## src/rtl/seglim_pkg.sv

```systemverilog
package seglim_pkg;

  typedef enum logic [1:0] {
    OSZ_16  = 2'b00,
    OSZ_32  = 2'b01,
    OSZ_64  = 2'b10,
    OSZ_64B = 2'b11
  } opsize_e;

  typedef struct packed {
    logic [19:0] raw_lim;
    logic        gran;
    logic [1:0]  dpl;
    logic        s_bit;
    logic [3:0]  dtype;
  } desc_fields_t;

  function automatic desc_fields_t unpack_desc(input logic [63:0] d);
    desc_fields_t f;
    f.raw_lim = {d[51:48], d[15:0]};
    f.gran    = d[55];
    f.dpl     = d[46:45];
    f.s_bit   = d[44];
    f.dtype   = d[43:40];
    return f;
  endfunction

endpackage

```

## src/rtl/seglim_check.sv

```systemverilog
module seglim_check #(
  parameter int TBL_W       = 16,
  parameter int IDX_LSB     = 3,
  parameter logic [15:0] LEGACY_SYS_OK = 16'h0A0E,
  parameter logic [15:0] LONG_SYS_OK   = 16'h0A04
) (
  input  logic [TBL_W-1:0] sel,
  input  logic [TBL_W-1:0] tbl_limit,
  input  logic [1:0]       cpl,
  input  logic             long_mode,
  input  seglim_pkg::desc_fields_t fld,
  output logic             ok
);
  logic [TBL_W:0] entry_end;
  logic           bound_ok;
  logic [15:0]    sys_mask;
  logic           type_ok;
  logic           conforming;
  logic [1:0]     rpl;
  logic           priv_ok;

  always_comb begin
    entry_end  = {1'b0, sel[TBL_W-1:IDX_LSB], {IDX_LSB{1'b1}}};
    bound_ok   = !(entry_end > {1'b0, tbl_limit});
    sys_mask   = long_mode ? LONG_SYS_OK : LEGACY_SYS_OK;
    type_ok    = fld.s_bit | sys_mask[fld.dtype];
    conforming = fld.s_bit & fld.dtype[3] & fld.dtype[2];
    rpl        = sel[1:0];
    priv_ok    = conforming | ((cpl <= fld.dpl) & (rpl <= fld.dpl));
    ok         = bound_ok & type_ok & priv_ok;
  end
endmodule

```

## src/rtl/seglim_extract.sv

```systemverilog
module seglim_extract #(
  parameter int LIM_W      = 20,
  parameter int GRAN_SHIFT = 12,
  parameter int NARROW_W   = 16,
  parameter int DEST_W     = 64
) (
  input  logic [LIM_W-1:0]  raw_lim,
  input  logic              gran,
  input  logic [1:0]        opsize,
  input  logic [DEST_W-1:0] prev_dest,
  output logic [DEST_W-1:0] next_dest
);
  localparam int BYTE_W = LIM_W + GRAN_SHIFT;

  logic [BYTE_W-1:0] byte_lim;
  logic [DEST_W-1:0] wide;

  always_comb begin
    if (gran) byte_lim = {raw_lim, {GRAN_SHIFT{1'b1}}};
    else      byte_lim = {{GRAN_SHIFT{1'b0}}, raw_lim};
    wide = '0;
    wide[BYTE_W-1:0] = byte_lim;
    if (opsize == seglim_pkg::OSZ_16)
      next_dest = {prev_dest[DEST_W-1:NARROW_W], byte_lim[NARROW_W-1:0]};
    else
      next_dest = wide;
  end
endmodule

```

## src/rtl/seglim_unit.sv

```systemverilog
module seglim_unit #(
  parameter int SRC_W  = 32,
  parameter int SEL_W  = 16,
  parameter int DESC_W = 64,
  parameter int DEST_W = 64
) (
  input  logic              clk,
  input  logic              rst,
  input  logic              start_i,
  input  logic [SRC_W-1:0]  sel_src_i,
  input  logic [DESC_W-1:0] desc_i,
  input  logic [SEL_W-1:0]  tbl_limit_i,
  input  logic [1:0]        cpl_i,
  input  logic              long_mode_i,
  input  logic [1:0]        opsize_i,
  output logic              done_o,
  output logic              zf_o,
  output logic              wr_en_o,
  output logic [DEST_W-1:0] dest_o
);
  import seglim_pkg::*;

  desc_fields_t      fld;
  logic [SEL_W-1:0]  sel;
  logic              pass;
  logic [DEST_W-1:0] sized;

  assign sel = sel_src_i[SEL_W-1:0];
  assign fld = unpack_desc(desc_i);

  seglim_check #(.TBL_W(SEL_W)) u_check (
    .sel       (sel),
    .tbl_limit (tbl_limit_i),
    .cpl       (cpl_i),
    .long_mode (long_mode_i),
    .fld       (fld),
    .ok        (pass)
  );

  seglim_extract #(.DEST_W(DEST_W)) u_extract (
    .raw_lim   (fld.raw_lim),
    .gran      (fld.gran),
    .opsize    (opsize_i),
    .prev_dest (dest_o),
    .next_dest (sized)
  );

  always_ff @(posedge clk) begin
    if (rst) begin
      done_o  <= 1'b0;
      zf_o    <= 1'b0;
      wr_en_o <= 1'b0;
      dest_o  <= '0;
    end else begin
      done_o  <= start_i;
      wr_en_o <= start_i & pass;
      if (start_i) begin
        zf_o <= pass;
        if (pass) dest_o <= sized;
      end
    end
  end
endmodule

```

## config.mk

```make
export PLATFORM = sky130hd
export DESIGN_NAME = seglim_unit
export DESIGN_NICKNAME = d
export VERILOG_FILES = /design/src/rtl/seglim_pkg.sv /design/src/rtl/seglim_check.sv /design/src/rtl/seglim_extract.sv /design/src/rtl/seglim_unit.sv
export SDC_FILE = /design/constraint.sdc
export NUM_CORES = 1
export LEC_CHECK = 0
export ABC_CLOCK_PERIOD_IN_PS = 3000
export BUFFER_PORTS_ARGS = -buffer_cell sky130_fd_sc_hd__buf_2
export CORE_MARGIN = 1
export CORE_UTILIZATION = 49
export DETAILED_ROUTE_END_ITERATION = 16
export HOLD_SLACK_MARGIN = 0.06
export PLACE_DENSITY_LB_ADDON = 0.3
export REMOVE_ABC_BUFFERS = 1
export SLEW_MARGIN = 20
export SYNTH_ARGS = -nofsm -noshare
export SYNTH_HDL_FRONTEND = slang
export SYNTH_HIERARCHICAL = 1
export SYNTH_SLANG_ARGS = --single-unit
```

## constraint.sdc

```tcl
create_clock -name clk -period 3 [get_ports clk]
set_clock_uncertainty 0.2 [all_clocks]
set_input_delay 0.3 -clock clk [delete_from_list [all_inputs] [get_ports clk]]
set_output_delay 0.3 -clock clk [all_outputs]
set_load 0.05 [all_outputs]
```

# After elaboration in Yosys (flattened, before gate mapping)
# Cells that the tools add are included.
dict set report word_totals {
  ff_bits 35
  latch_bits 0
  ramBits 0
  romBits 0
  input_bits 120
  output_inout_bits 67
  word_cells 26
  n_memories 0
}
dict set report op_classes {
  add_sub_neg 0
  mul 0
  n_div 0
  n_lt_le_gt_ge 4
  n_eq_ne 0
  shift 0
  n_mux 4
  bitwise 9
  n_reduce_logical 4
}
# cell n
set op_table {}
lappend op_table {{$mux W32} 1}
lappend op_table {{$gt A16 B16 Y1} 1}
lappend op_table {{$and A1 B1 Y1} 6}
lappend op_table {{$lt A4 B5 Y1 const B} 1}
lappend op_table {{$bmux W1 S4} 1}
lappend op_table {{$le A2 B2 Y1} 2}
lappend op_table {{$mux W4} 1}
lappend op_table {{$reduce_and A3 Y1} 1}
lappend op_table {{$logic_not A2 Y1} 1}
lappend op_table {{$or A1 B1 Y1} 2}
lappend op_table {{$reduce_and A2 Y1} 1}
lappend op_table {{$logic_not A1 Y1} 1}
lappend op_table {{$mux W1} 1}
lappend op_table {{$not A1 Y1} 1}

# Logic depth before layout (Yosys ltp)
dict set report depth {
  depth_word 7
  mapped_depth 11
  ltp_nobuf 9
}

# Modules after synthesis
# Netlist, hierarchy kept.
# module instances cells_per_inst area_each_um2 seq_area_each_um2
set by_module_without_submodules {}
lappend by_module_without_submodules {seglim_unit 1 300 2961.6 1341.3}
lappend by_module_without_submodules {seglim_extract 1 110 721.9 0.0}
lappend by_module_without_submodules {seglim_check 1 68 461.7 0.0}

# Worst setup path after synthesis
# OpenSTA, ideal clock, no wires.
dict set report synth_timing {
  path_kind {input port to flip-flop}
  from {in tbl_limit_i[15]}
  to {reg, netlist name dest_o[51]}
  arrival_ns 2.192
  required_ns 2.664
  path_slack_ns 0.472
  stages 10
  path_buffers 2
  path_cell_list {inv_1 > ha_1 > nand4_1 > or2_0 > or4_1 > a21oi_1 > buf_2 > buf_2 > a21bo_1 > a21oi_2}
}
# element line
set synth_rtl {}
lappend synth_rtl {{start: declaration} seglim_unit.sv:12} ;# input logic [SEL_W-1:0] tbl_limit_i,

# Worst setup path in the final report
dict set report layout_timing {
  from {in sel_src_i[15]}
  to {reg dest_o[13]}
}
dict set report layout_via {
  elab_chain_len 5
}
# element line
set layout_lines {}
lappend layout_lines {{start: declaration} seglim_unit.sv:10} ;# input logic [SRC_W-1:0] sel_src_i,
lappend layout_lines {{$gt A16 B16 Y1} seglim_check.sv:24} ;# bound_ok = !(entry_end > {1'b0, tbl_limit});
lappend layout_lines {{$logic_not A1 Y1} seglim_check.sv:24}
lappend layout_lines {{$and A1 B1 Y1 (2 in series)} seglim_check.sv:30} ;# ok = bound_ok & type_ok & priv_ok;
lappend layout_lines {{named net pass} seglim_unit.sv:25} ;# logic pass;
lappend layout_lines {{$reduce_and A2 Y1 (no line)} -}
lappend layout_lines {{end signal: assignment} seglim_unit.sv:59} ;# if (pass) dest_o <= sized;
lappend layout_lines {{end: declaration} seglim_unit.sv:19} ;# output logic [DEST_W-1:0] dest_o
# The timed path passes the listed nets, and every way through them passes these cells.
# A chain may end at the register's enable or synchronous reset.

==> impl_results.md <==
* Outcome: finished, final reports clean
* Via Count at between 3000 and 4000
* Hold bufs inserted after CTS at 0
* Synthesized area per cell at between 8 and 9 sq um
* Congestion Overflow GR at 0
* Worst setup EP type: flop
* Clock Sink Count at 67
* Critical path data arrival time at 2.45 ns
* Count of different cell masters after synthesis at 35
* Area fraction of the dominant cell type after synthesis at 0.324
* Combined buffer and inverter count along the critical path at 2
* Number of rows created at floorplan at 33
* Relative slew slack at 0.440
* Yosys Warn Count at 6
* Max clock buf depth at 2
* Starting DRC count in detailed routing at between 100 and 150
* Path category of the worst min-delay check: in2reg
* Cells along the critical path: buf_2, ha_1, nand4_1, or2_0, or4_1, a21oi_4, buf_12, a21bo_2, a21oi_1
* Total routing usage reported by global routing at 0.211
* Worst Tran Pin Value at 0.839 ns
* Skew-Pair Late Insertion Delay at 0.33 ns
* Cts bufs inserted at 9
* Commonest cells after routing, fill and taps aside: 132 x buf_2, 68 x nand3_1, 67 x dfxtp_1, 46 x a21bo_1, 41 x a21oi_1
* Net switching power figure at 0.652 mW
* Global-route wire length before repair at 15100 um
* Slowest cell delay on critical path at 0.58 ns
* Cell Count Post-Placement at 673
* Clock tree from TritonCTS: done
* LEAKAGE at 2.16 nW
* Util after Layout at 0.604
* Initial Util at 0.504
* Number of global-route vias before repair at 3389
* Max VDD drop at 0.219 mV
* Post-detailed-route via-to-cell ratio at between 5 and 6
* Critical setup path kind: in2reg
* Hold Violations, Final at 0
* Reported max-cap violation count at 0
* Leading cell types by total area after synthesis: dfxtp_1 32%, a21bo_1 11%, nand3_1 8.2%
* Antenna Violating Nets Remaining at 0
* Number of instances in the synthesized netlist at 478
* Unrepaired setup endpoints after global routing: no
* # resized after CTS at 0
* Power density of the placed cells at around 420 nW/um^2
* Final-layout setup total negative slack at 0 ns
* Total power consumption of the routed design at 2.09 mW
* Peak Freq at 0.408 GHz
* Post-CTS repair timing setup buffer count at 0
* Slowest library cell on the worst path: or4_1
* Fraction of final layout cells with drive strength greater than 1 at 0.392
* Antenna violations before repair at 0
* Post-Synthesis Cell Area at ~4100 sq um
* Final routed wirelength across all metal layers at 9200 um
* Cell internal power dissipation at between 1 and 1.5 mW
* Die area at 8830 sq um
* Clock network fraction of total power at 0.365
* Vertical extent of the die at 94.0 um
* Final Max Tran Viols at 0
* Fraction of power spent switching nets at 0.312
* Remaining DRCs at 0
* Fillers at 749
* Clock transition at the register clock pins on the worst setup and hold paths after CTS at 0.08 ns
* Maximum number of pins on one net before global-route repair at 71
* Time the final worst path needs with I/O delays and setup at about 2.5 ns
* Layout overhead on the synthesized area at 19.7%
* Cell type with the largest total area after synthesis: dfxtp_1
* Part of the total power dissipated in sequential elements at 0.439
* Number of diodes added for antenna fixing at 0
* Floorplan core area at 8220 sq um
* First-pass iteration count of the detailed router at 4
* Buffers added on ports at 133
* Family with the most delay on the worst path: simple AND/OR/NAND/NOR gates
* Startpoint kind of the worst setup timing path: input port
* Post-Layout Cell Count at 689
* Die width at 94.0 um
* Portion of total power attributed to combinational logic at 0.196
* Synthesis-stage register bit count at 67
* Final worst-path cycle share at 0.818
* Routability Congestion at 0.750
* Post-layout net count at 716
* Required time worst endpoint at 2.99 ns
* Setup-failing EPs final at 0
* Placed wire-length estimate at 6030 um
* Sequential fraction of the synthesis area at 0.324
* Leading cell type in the layout, fill and taps excluded: buf_2
* H-tree lvl count at 3
* Top fanout value on the critical path at 69
* Average wire length per cell after detail routing at 13.4 um
* I/O Pins at 187
* CTS root buffer: clkbuf_8
==> metal layers <==
layer | share of wire | vias to the layer above | global-route usage
met3 | 0.056 | 9 | 0.0526
met4 | 0.012 | 0 | 0.0603
met5 | 0 | - | 0
met1 | 0.47 | 1740 | 0.251
li1 | - | 1861 | -
met2 | 0.47 | 92 | 0.371
==> final cells by class <==
class,instances,area (sq um),share of cell area
multi-input combinational,334,2430,0.489
inverter,29,109,0.0219
clock buffer,9,124,0.0250
clock inverter,7,73.8,0.0149
sequential,67,1340,0.270
tap,105,131,0.0265
timing repair buffer,138,756,0.152
==> worst reg2reg max path, delay by kind of cell (launching register included) <==
kind,cells,cell delay (ns)
buffers and inverters,1,0.05
and+or+nand+nor,1,0.09
DFF,1,0.35
AOI/OAI and AO/OA,2,0.31
==> logic make-up (layout without fill, tap and decap cells) <==
logic type	after synthesis	after routing	synth area share
and+or+nand+nor	136	136	0.178
AOI/OAI and AO/OA	173	173	0.332
buffers and inverters	77	183	0.0939
adders and majority gates	17	17	0.0513
DFF	67	67	0.324
muxes	8	8	0.0205
==> worst paths after layout <==
path | startpoint | to | slack [ns] | cells past startpoint
min reg2reg | zf_o | zf_o | 0.27 | 2
min | desc_i[4] | dest_o[4] | 0.14 | 4
max reg2reg | dest_o[21] | dest_o[21] | 1.92 | 4
max | sel_src_i[15] | dest_o[13] | 0.55 | 9
==> flip-flops by register name, indices dropped and copies added (netlist names) <==
| signal | count |
|---|---|
| dest_o | 64 |
| done_o | 1 |
| zf_o | 1 |
| wr_en_o | 1 |
==> synthesized netlist by cell type <==
master     n
a21bo_1   46
a21bo_2   18
a21o_1     1
a21oi_1   42
a21oi_2   34
a31oi_1    1
a32o_1     1
and2_1    32
buf_12     1
buf_2     27
buf_4      1
buf_6      6
clkbuf_1  12
clkbuf_2   1
dfxtp_1   67
ha_1      17
inv_1     29
mux2_2     4
mux2i_1    4
nand2_1    6
nand2b_1   1
nand3_1   68
nand4_1    2
nor2_1     3
nor2b_1    4
nor3_1     4
o211ai_1  12
o21ai_0   11
o21ai_2    6
o21bai_1   1
or2_0      1
or2_1      1
or2_2     12
or3_1      1
or4_1      1
==> metrics by stage <==
step / hold slack, ns / cell area [sq um] / setup WS (ns)
detailed placement: 0.261 / 4760 / 0.185
global placement: 0.255 / 4760 / 0.212
global route: 0.152 / 4960 / 0.387
finish: 0.144 / 4960 / 0.547
CTS: 0.119 / 4960 / 0.552
floorplan: 0.162 / 3860 / -3.87
==> power by group through the flow <==
stage / clock, mW / combinational [mW] / sequential [mW]
4_1_cts: 0.794 / 0.411 / 0.917
5_1_grt: 0.822 / 0.448 / 0.919
3_3_place_gp: 0 / 0.401 / 0.936
2_1_floorplan: 0 / 0.164 / 1.00
6_report: 0.763 / 0.408 / 0.917
3_5_place_dp: 0 / 0.410 / 0.938
(Power assumes the default switching activity.)
